File: config.mk
export PLATFORM = sky130hd
export DESIGN_NAME = tagged_reg_stack
export DESIGN_NICKNAME = d
export VERILOG_FILES = /design/src/rtl/tagged_reg_stack.sv
export SDC_FILE = /design/constraint.sdc
export NUM_CORES = 2
export LEC_CHECK = 0
export ABC_AREA = 1
export BUFFER_PORTS_ARGS = -buffer_cell sky130_fd_sc_hd__buf_2
export CAP_MARGIN = 20
export CORE_MARGIN = 3
export CORE_UTILIZATION = 60
export CTS_CLUSTER_DIAMETER = 200
export DETAILED_ROUTE_END_ITERATION = 8
export PLACE_DENSITY = 0.82
export SLEW_MARGIN = 20
export SYNTH_ARGS = -nofsm -noshare
export SYNTH_HDL_FRONTEND = slang
export SYNTH_SLANG_ARGS = --single-unit
File: constraint.sdc
create_clock -name clk -period 29.2 [get_ports clk]
set_clock_uncertainty 0.15 [all_clocks]
set_input_delay 8.76 -clock clk [delete_from_list [all_inputs] [get_ports clk]]
set_output_delay 8.76 -clock clk [all_outputs]
set_load 0.005 [all_outputs]
File: src/rtl/tagged_reg_stack.sv
module tagged_reg_stack #(
  parameter int EXP_W = 15,
  parameter int SIG_W = 64,
  parameter int DEPTH = 8,
  localparam int W  = 1 + EXP_W + SIG_W,
  localparam int PW = $clog2(DEPTH)
) (
  input  logic              clk,
  input  logic              rst_n,
  input  logic [2:0]        op,
  input  logic [PW-1:0]     idx,
  input  logic [W-1:0]      wr_data,
  input  logic              rd_en,
  input  logic [PW-1:0]     rd_idx,
  output logic [W-1:0]      rd_data,
  output logic [1:0]        rd_tag,
  output logic [PW-1:0]     top_ptr,
  output logic [2*DEPTH-1:0] tag_word,
  output logic              stk_ovf,
  output logic              stk_unf,
  output logic              invalid_op
);
  localparam logic [2:0] OP_PUSH = 3'b001, OP_POP = 3'b010, OP_XCHG = 3'b011,
                         OP_WRITE = 3'b100, OP_FREE = 3'b101, OP_INC = 3'b110,
                         OP_DEC = 3'b111;
  localparam logic [1:0] T_VALID = 2'b00, T_ZERO = 2'b01, T_SPECIAL = 2'b10, T_EMPTY = 2'b11;

  logic [W-1:0]  regs [DEPTH];
  logic [1:0]    tags [DEPTH];
  logic [PW-1:0] top;

  function automatic logic [1:0] classify(input logic [W-1:0] v);
    logic [EXP_W-1:0] e;
    logic [SIG_W-1:0] s;
    e = v[W-2 -: EXP_W];
    s = v[SIG_W-1:0];
    if (&e)                   return T_SPECIAL;
    else if (e == '0 && s == '0) return T_ZERO;
    else if (e == '0)         return T_SPECIAL;
    else                      return T_VALID;
  endfunction

  wire [PW-1:0] below  = top - PW'(1);
  wire [PW-1:0] sel    = top + idx;
  wire [PW-1:0] rd_ptr = top + rd_idx;
  wire [1:0]    new_tag = classify(wr_data);

  wire push_ok = tags[below] == T_EMPTY;
  wire pop_ok  = tags[top] != T_EMPTY;
  wire xchg_ok = tags[top] != T_EMPTY && tags[sel] != T_EMPTY;
  wire rd_unf  = rd_en && tags[rd_ptr] == T_EMPTY;

  assign rd_data    = regs[rd_ptr];
  assign rd_tag     = tags[rd_ptr];
  assign top_ptr    = top;
  assign invalid_op = stk_ovf | stk_unf;

  for (genvar g = 0; g < DEPTH; g++) begin : g_tw
    assign tag_word[2*g +: 2] = tags[g];
  end

  always_ff @(posedge clk) begin
    case (op)
      OP_PUSH:  if (push_ok) regs[below] <= wr_data;
      OP_XCHG:  if (xchg_ok) begin
                  regs[top] <= regs[sel];
                  regs[sel] <= regs[top];
                end
      OP_WRITE: regs[sel] <= wr_data;
      default: ;
    endcase
  end

  always_ff @(posedge clk) begin
    if (!rst_n) begin
      top     <= '0;
      stk_ovf <= 1'b0;
      stk_unf <= 1'b0;
      for (int i = 0; i < DEPTH; i++) tags[i] <= T_EMPTY;
    end else begin
      stk_ovf <= op == OP_PUSH && !push_ok;
      stk_unf <= rd_unf || (op == OP_POP && !pop_ok) || (op == OP_XCHG && !xchg_ok);
      case (op)
        OP_PUSH:  if (push_ok) begin
                    top         <= below;
                    tags[below] <= new_tag;
                  end
        OP_POP:   if (pop_ok) begin
                    tags[top] <= T_EMPTY;
                    top       <= top + PW'(1);
                  end
        OP_XCHG:  if (xchg_ok) begin
                    tags[top] <= tags[sel];
                    tags[sel] <= tags[top];
                  end
        OP_WRITE: tags[sel] <= new_tag;
        OP_FREE:  tags[sel] <= T_EMPTY;
        OP_INC:   top <= top + PW'(1);
        OP_DEC:   top <= top - PW'(1);
        default: ;
      endcase
    end
  end

  assert_no_overflow_R3: assert property (@(posedge clk) disable iff (!rst_n)
    (op == OP_PUSH && tags[below] != T_EMPTY) |=> stk_ovf && $stable(top) && $stable(tag_word));

  assert_push_move_R3: assert property (@(posedge clk) disable iff (!rst_n)
    (op == OP_PUSH && tags[below] == T_EMPTY) |=> !stk_ovf && top == PW'($past(top) - PW'(1)));

  assert_pop_move_R4: assert property (@(posedge clk) disable iff (!rst_n)
    (op == OP_POP && tags[top] != T_EMPTY && !rd_unf) |=> !stk_unf && top == PW'($past(top) + PW'(1)));

  assert_pop_empty_R4: assert property (@(posedge clk) disable iff (!rst_n)
    (op == OP_POP && tags[top] == T_EMPTY) |=> stk_unf && $stable(top) && $stable(tag_word));

  assert_incp_keeps_tags_R9: assert property (@(posedge clk) disable iff (!rst_n)
    (op == OP_INC) |=> top == PW'($past(top) + PW'(1)) && $stable(tag_word));

  assert_free_keeps_top_R8: assert property (@(posedge clk) disable iff (!rst_n)
    (op == OP_FREE) |=> $stable(top) && !stk_ovf);
endmodule

## Word level (Yosys, flattened, before mapping)

Memories as Yosys holds them, arrays and structs flattened. A register that Yosys moved wholly into a read port is not among the register bits.
Cells that the tools add are included.

- Memories kept: 2
- Bits in registers: 5
- Output and inout port bits: 104
- Input bits: 92
- RAM bits: 656

- Reduce and logical (&&, ||, !) cells: 20
- $add $sub $neg: 4
- Equal/unequal tests: 13
- Bitwise logic cells: 5
- Muxes and demuxes: 48

Memory list:

| memory | words | bits a word | read ports | clocked after memory_dff | write ports | line | RTL |
|---|---|---|---|---|---|---|---|
| regs | 8 | 80 | 3 | 1 | 2 | 28 | `logic [W-1:0] regs [DEPTH];` |
| tags | 8 | 2 | 12 | 1 | 8 | 29 | `logic [1:0] tags [DEPTH];` |

Operators with widths:

| cell | count |
|---|---|
| 80-bit two-way mux | 2 |
| 80-bit OR reduction | 1 |
| 64-bit zero test | 1 |
| 3-bit two-way mux | 10 |
| 1-bit two-way mux | 26 |
| 2-bit two-way mux | 9 |
| 15-bit zero test | 1 |
| 15-bit AND reduction | 1 |
| 3-bit equality test (second input constant) | 4 |
| 3-bit case mux with 4 select lines | 1 |
| 2-bit != test (second input constant) | 4 |
| 3-bit adder | 2 |
| 3-bit by 2-bit equality test with 1-bit output (second input constant) | 2 |
| 1-bit logical AND | 6 |
| 2-bit OR reduction | 3 |
| 1-bit OR | 5 |
| 2-bit equality test (second input constant) | 2 |
| 4-bit nonzero test | 1 |
| 3-bit by 1-bit adder with 3-bit output (second input constant) | 1 |
| 3-bit by 1-bit equality test with 1-bit output (second input constant) | 1 |
| 1-bit zero test | 3 |
| 3-bit AND reduction | 1 |
| 3-bit by 1-bit subtractor with 3-bit output (second input constant) | 1 |
| 1-bit logical OR | 2 |

## Longest topological paths before layout

An unclocked memory read counts as a cell.

- Depth after elaboration: 12
- Mapped depth: 19
- Mapped depth without buffers: 19

## Least setup slack after synthesis

No wires, ideal clock.

- Path type: input to output
- Start: input rd_idx[0]
- End: output rd_data[0]
- Setup slack: 9.557 ns
- Stages on the path: 9
- Arrival time: 10.733 ns
- Buffers on the path: 3
- Cell sequence: ha_1 -> fa_1 -> clkbuf_1 -> clkbuf_1 -> buf_1 -> o211ai_1 -> o21ai_0 -> nor2_1 -> a31oi_1

- Longest elaborated chain between the ends: 2

Ends and longest elaborated chain:

| item | line | RTL |
|---|---|---|
| start: declaration | 14 | `input logic [PW-1:0] rd_idx,` |
| 3-bit adder | 45 | `wire [PW-1:0] rd_ptr = top + rd_idx;` |
| memory read 8 x 80 bit | - |  |
| end: declaration | 15 | `output logic [W-1:0] rd_data,` |

Every way passes these cells.

## Worst setup path in the final report

- Start: input rd_idx[0]
- End: output rd_data[29]

The elaborated chain is that of the path after synthesis.

==> flow_summary.json <==
{
  "yosys-mux-area-fraction_pct": 0.842,
  "initial_core_util_pct": 61.0,
  "setup_viol": 0,
  "htree_levels": 3,
  "numPortBuffers": 195,
  "post-route-util_pct": 64.8,
  "synth_seq_cells": 664,
  "worstSetupPathType": "input port to output port",
  "ys_top_cells_by_area": "edfxtp_1 41%, nand2_1 15%, o21ai_0 9.7%",
  "clockRootBuffer": "clkbuf_16",
  "finalWirelength_um": 166000,
  "synth_edf_count": 656,
  "die_area_um2": 82700,
  "netlist_area_um2": 47600,
  "p_per_area_nw_per_um2": 67.5,
  "multi_input_area_um2": 23600,
  "reg2reg_slack_ps": 21470,
  "post-route-drc-count": 0,
  "setup_tns_ps": 0,
  "required_ps": 20290,
  "design_area_um2": 50500,
  "viasPerCell": 6.52,
  "gr-total-overflow": 0,
  "drt_first_pass_iters": 7,
  "tritoncts": "done",
  "period_share_pct": 76.8,
  "leakagePower_nw": 21.2,
  "ys_seq_area_share_pct": 41.8,
  "r2r_end": "regs[6][0]",
  "cp.arrival_ps": 13520,
  "max_freq_ghz": 0.0446,
  "crit_fanout": 77,
  "cts_setup_buffers": 0,
  "slew_violations": 0,
  "cts_hold_buf": 0,
  "cts.repair.resized": 0,
  "antenna_left": 0,
  "ios": 196,
  "die_w_um": 288,
  "synth_top_area_cell": "edfxtp_1",
  "yosysMostFrequentCell": "nand2_1",
  "hold_viol": 0,
  "async_flop_share_pct": 0,
  "synth_compound_area_share_pct": 27.7,
  "syn_inst": 6510,
  "synth-simple-area-share_pct": 20.2,
  "regArea_um2": 19900,
  "antenna_found_initial": 6,
  "grt_pass1_wl_um": 251000,
  "r2r-start": "top_ptr[0]",
  "cp-endpoint": "rd_data[29]",
  "grt_pass1_vias": 44925,
  "dpl.hpwl_um": 87400,
  "status": "finished, final reports clean",
  "drtIter0Drc": 8101,
  "syn_avg_cell_area_um2": 7.30,
  "tightest_slew_ps": 1210,
  "slew_headroom_pct": 19.2,
  "yosys.area_share.adder_pct": 0.189,
  "synth_nets": 6608,
  "start_kind": "input port",
  "synth_flop_cell": "edfxtp_1",
  "grt_max_degree": 244,
  "vias": 48411,
  "placement.cell_area_um2": 48200,
  "core_area_um2": 78000,
  "synth_top_family_by_area": "compound AO/OA/AOI/OAI gates",
  "n_fill_cell": 6535,
  "rsz0062_at_grt": "no",
  "fin_cells": 7420,
  "whs_ps": 627,
  "clockBufferDepth": 3,
  "worstHoldPathType": "flip-flop to flip-flop",
  "startpoint": "rd_idx[0]",
  "synthXorXnorAreaFrac_pct": 0.111,
  "final_layout_size_suffix_gt1_share_pct": 7.65,
  "cts_num_sinks": 664,
  "fin_crit_ps": 22430,
  "dp.cells": 7285,
  "vdd_ir_drop_max_mv": 0.0577,
  "insertion_delay_ps": 630,
  "fin_nets": 6419,
  "avgRoutedWirePerCell_um": 22.4,
  "clk_pin_slew_worst_paths_ps": 50,
  "gp_congestion": 0.977,
  "synth_common_cells": "1905 x nand2_1, 925 x o21ai_0, 673 x o21ai_1",
  "grtUsageTotal_pct": 38.8,
  "synth_top_area_share_pct": 41.4,
  "dieHeight_um": 288,
  "num_rows": 102,
  "synth.distinct_cells": 43,
  "crit_path_end_kind": "output port",
  "cts-buffers-inserted": 73,
  "syn2layout_area_growth_pct": 6.23,
  "yosys_warnings": 0,
  "r2r_cells": 16,
  "maxCapViolations": 0
}
-- layer usage --
| metal | GRT usage [%] | wire length (um) |
|---|---|---|
| met1 | 49.0 | 56200 |
| met2 | 60.8 | 73500 |
| met3 | 9.05 | 26000 |
| met4 | 23.4 | 10200 |
| met5 | 0 | 12 |
-- placed cells by master, fill, tap and decap left out, types with 3 or more instances in the layout --
| cell | instances |
|---|---|
| o21bai_1 | 13 |
| nor3_1 | 3 |
| a21oi_4 | 67 |
| dfxtp_4 | 3 |
| clkinv_2 | 15 |
| edfxtp_1 | 656 |
| o21ai_0 | 924 |
| nor3_4 | 8 |
| bufinv_16 | 5 |
| nor2_1 | 362 |
| nand2_8 | 9 |
| nand4_1 | 72 |
| clkbuf_16 | 73 |
| nand2_1 | 1905 |
| inv_6 | 10 |
| dfxtp_1 | 5 |
| o211ai_1 | 156 |
| nand2_2 | 8 |
| mux2i_1 | 40 |
| a21oi_1 | 311 |
| clkbuf_1 | 19 |
| ha_1 | 3 |
| buf_2 | 195 |
| o221ai_1 | 79 |
| diode_2 | 4 |
| a31oi_1 | 82 |
| clkinv_1 | 11 |
| inv_2 | 4 |
| o21ai_4 | 8 |
| nand3_1 | 58 |
| buf_12 | 3 |
| buf_4 | 63 |
| xor2_1 | 3 |
| inv_1 | 508 |
| nor4_1 | 5 |
| o21ai_1 | 666 |
-- critical path, stage by stage --
cell      delay [ps]
buf_2            110
ha_4             150
fa_4            1070
buf_4            710
buf_4            780
buf_4            820
o211ai_1         230
nand2_1          120
nor2_1            50
a31oi_1          390
buf_2            200
-- cell families (layout without fill, tap and decap cells) --
kind of cell	count (synthesis)	count (layout)
and+or+nand+nor	2436	2436
AOI/OAI and AO/OA	2312	2312
buffers and inverters	1046	912
DFF	664	664
muxes	40	40
adders and majority gates	6	6
xor gates and xnor gates	6	6
other	0	4
-- through the flow --
step,worst slack [ps],power [mW]
after floorplan,9560,2.07
after global routing,6550,3.56
final,6770,3.41
after detailed placement,6930,2.46
after CTS,6900,3.35
after global placement,6980,2.43
-- state kept, by name, summed over array words and instances, names as in the netlist, named ones only --
name	cells
stk_unf	1
top_ptr	3
regs	640
stk_ovf	1
tags	16
-- power breakdown --
| part | switching, mW | internal, mW | total [mW] | leakage (nW) |
|---|---|---|---|---|
| combinational | 0.949 | 0.369 | 1.32 | 14.1 |
| sequential | 0.0404 | 1.14 | 1.18 | 5.97 |
| clock | 0.400 | 0.507 | 0.907 | 1.11 |
| total | 1.39 | 2.02 | 3.41 | 21.2 |
-- worst min path at each step --
stage	slack, ps	endpoint	cells past startpoint	from
5_1_grt	660	flip-flop	2	top_ptr[1]
3_5_place_dp	610	flip-flop	2	top_ptr[1]
4_1_cts	620	flip-flop	2	top_ptr[1]
6_report	630	flip-flop	2	top_ptr[1]
3_3_place_gp	590	flip-flop	2	top_ptr[1]
2_1_floorplan	470	flip-flop	2	top_ptr[1]
-- final cells by class --
cell class,count,area share (%)
multi-input combinational,4800,46.7
sequential,664,39.3
inverter,520,3.93
clock buffer,92,3.76
timing repair buffer,262,3.04
tap,1040,2.58
clock inverter,38,0.689
antenna,4,0.0198
Note: power is estimated with default switching activity, not from simulation.
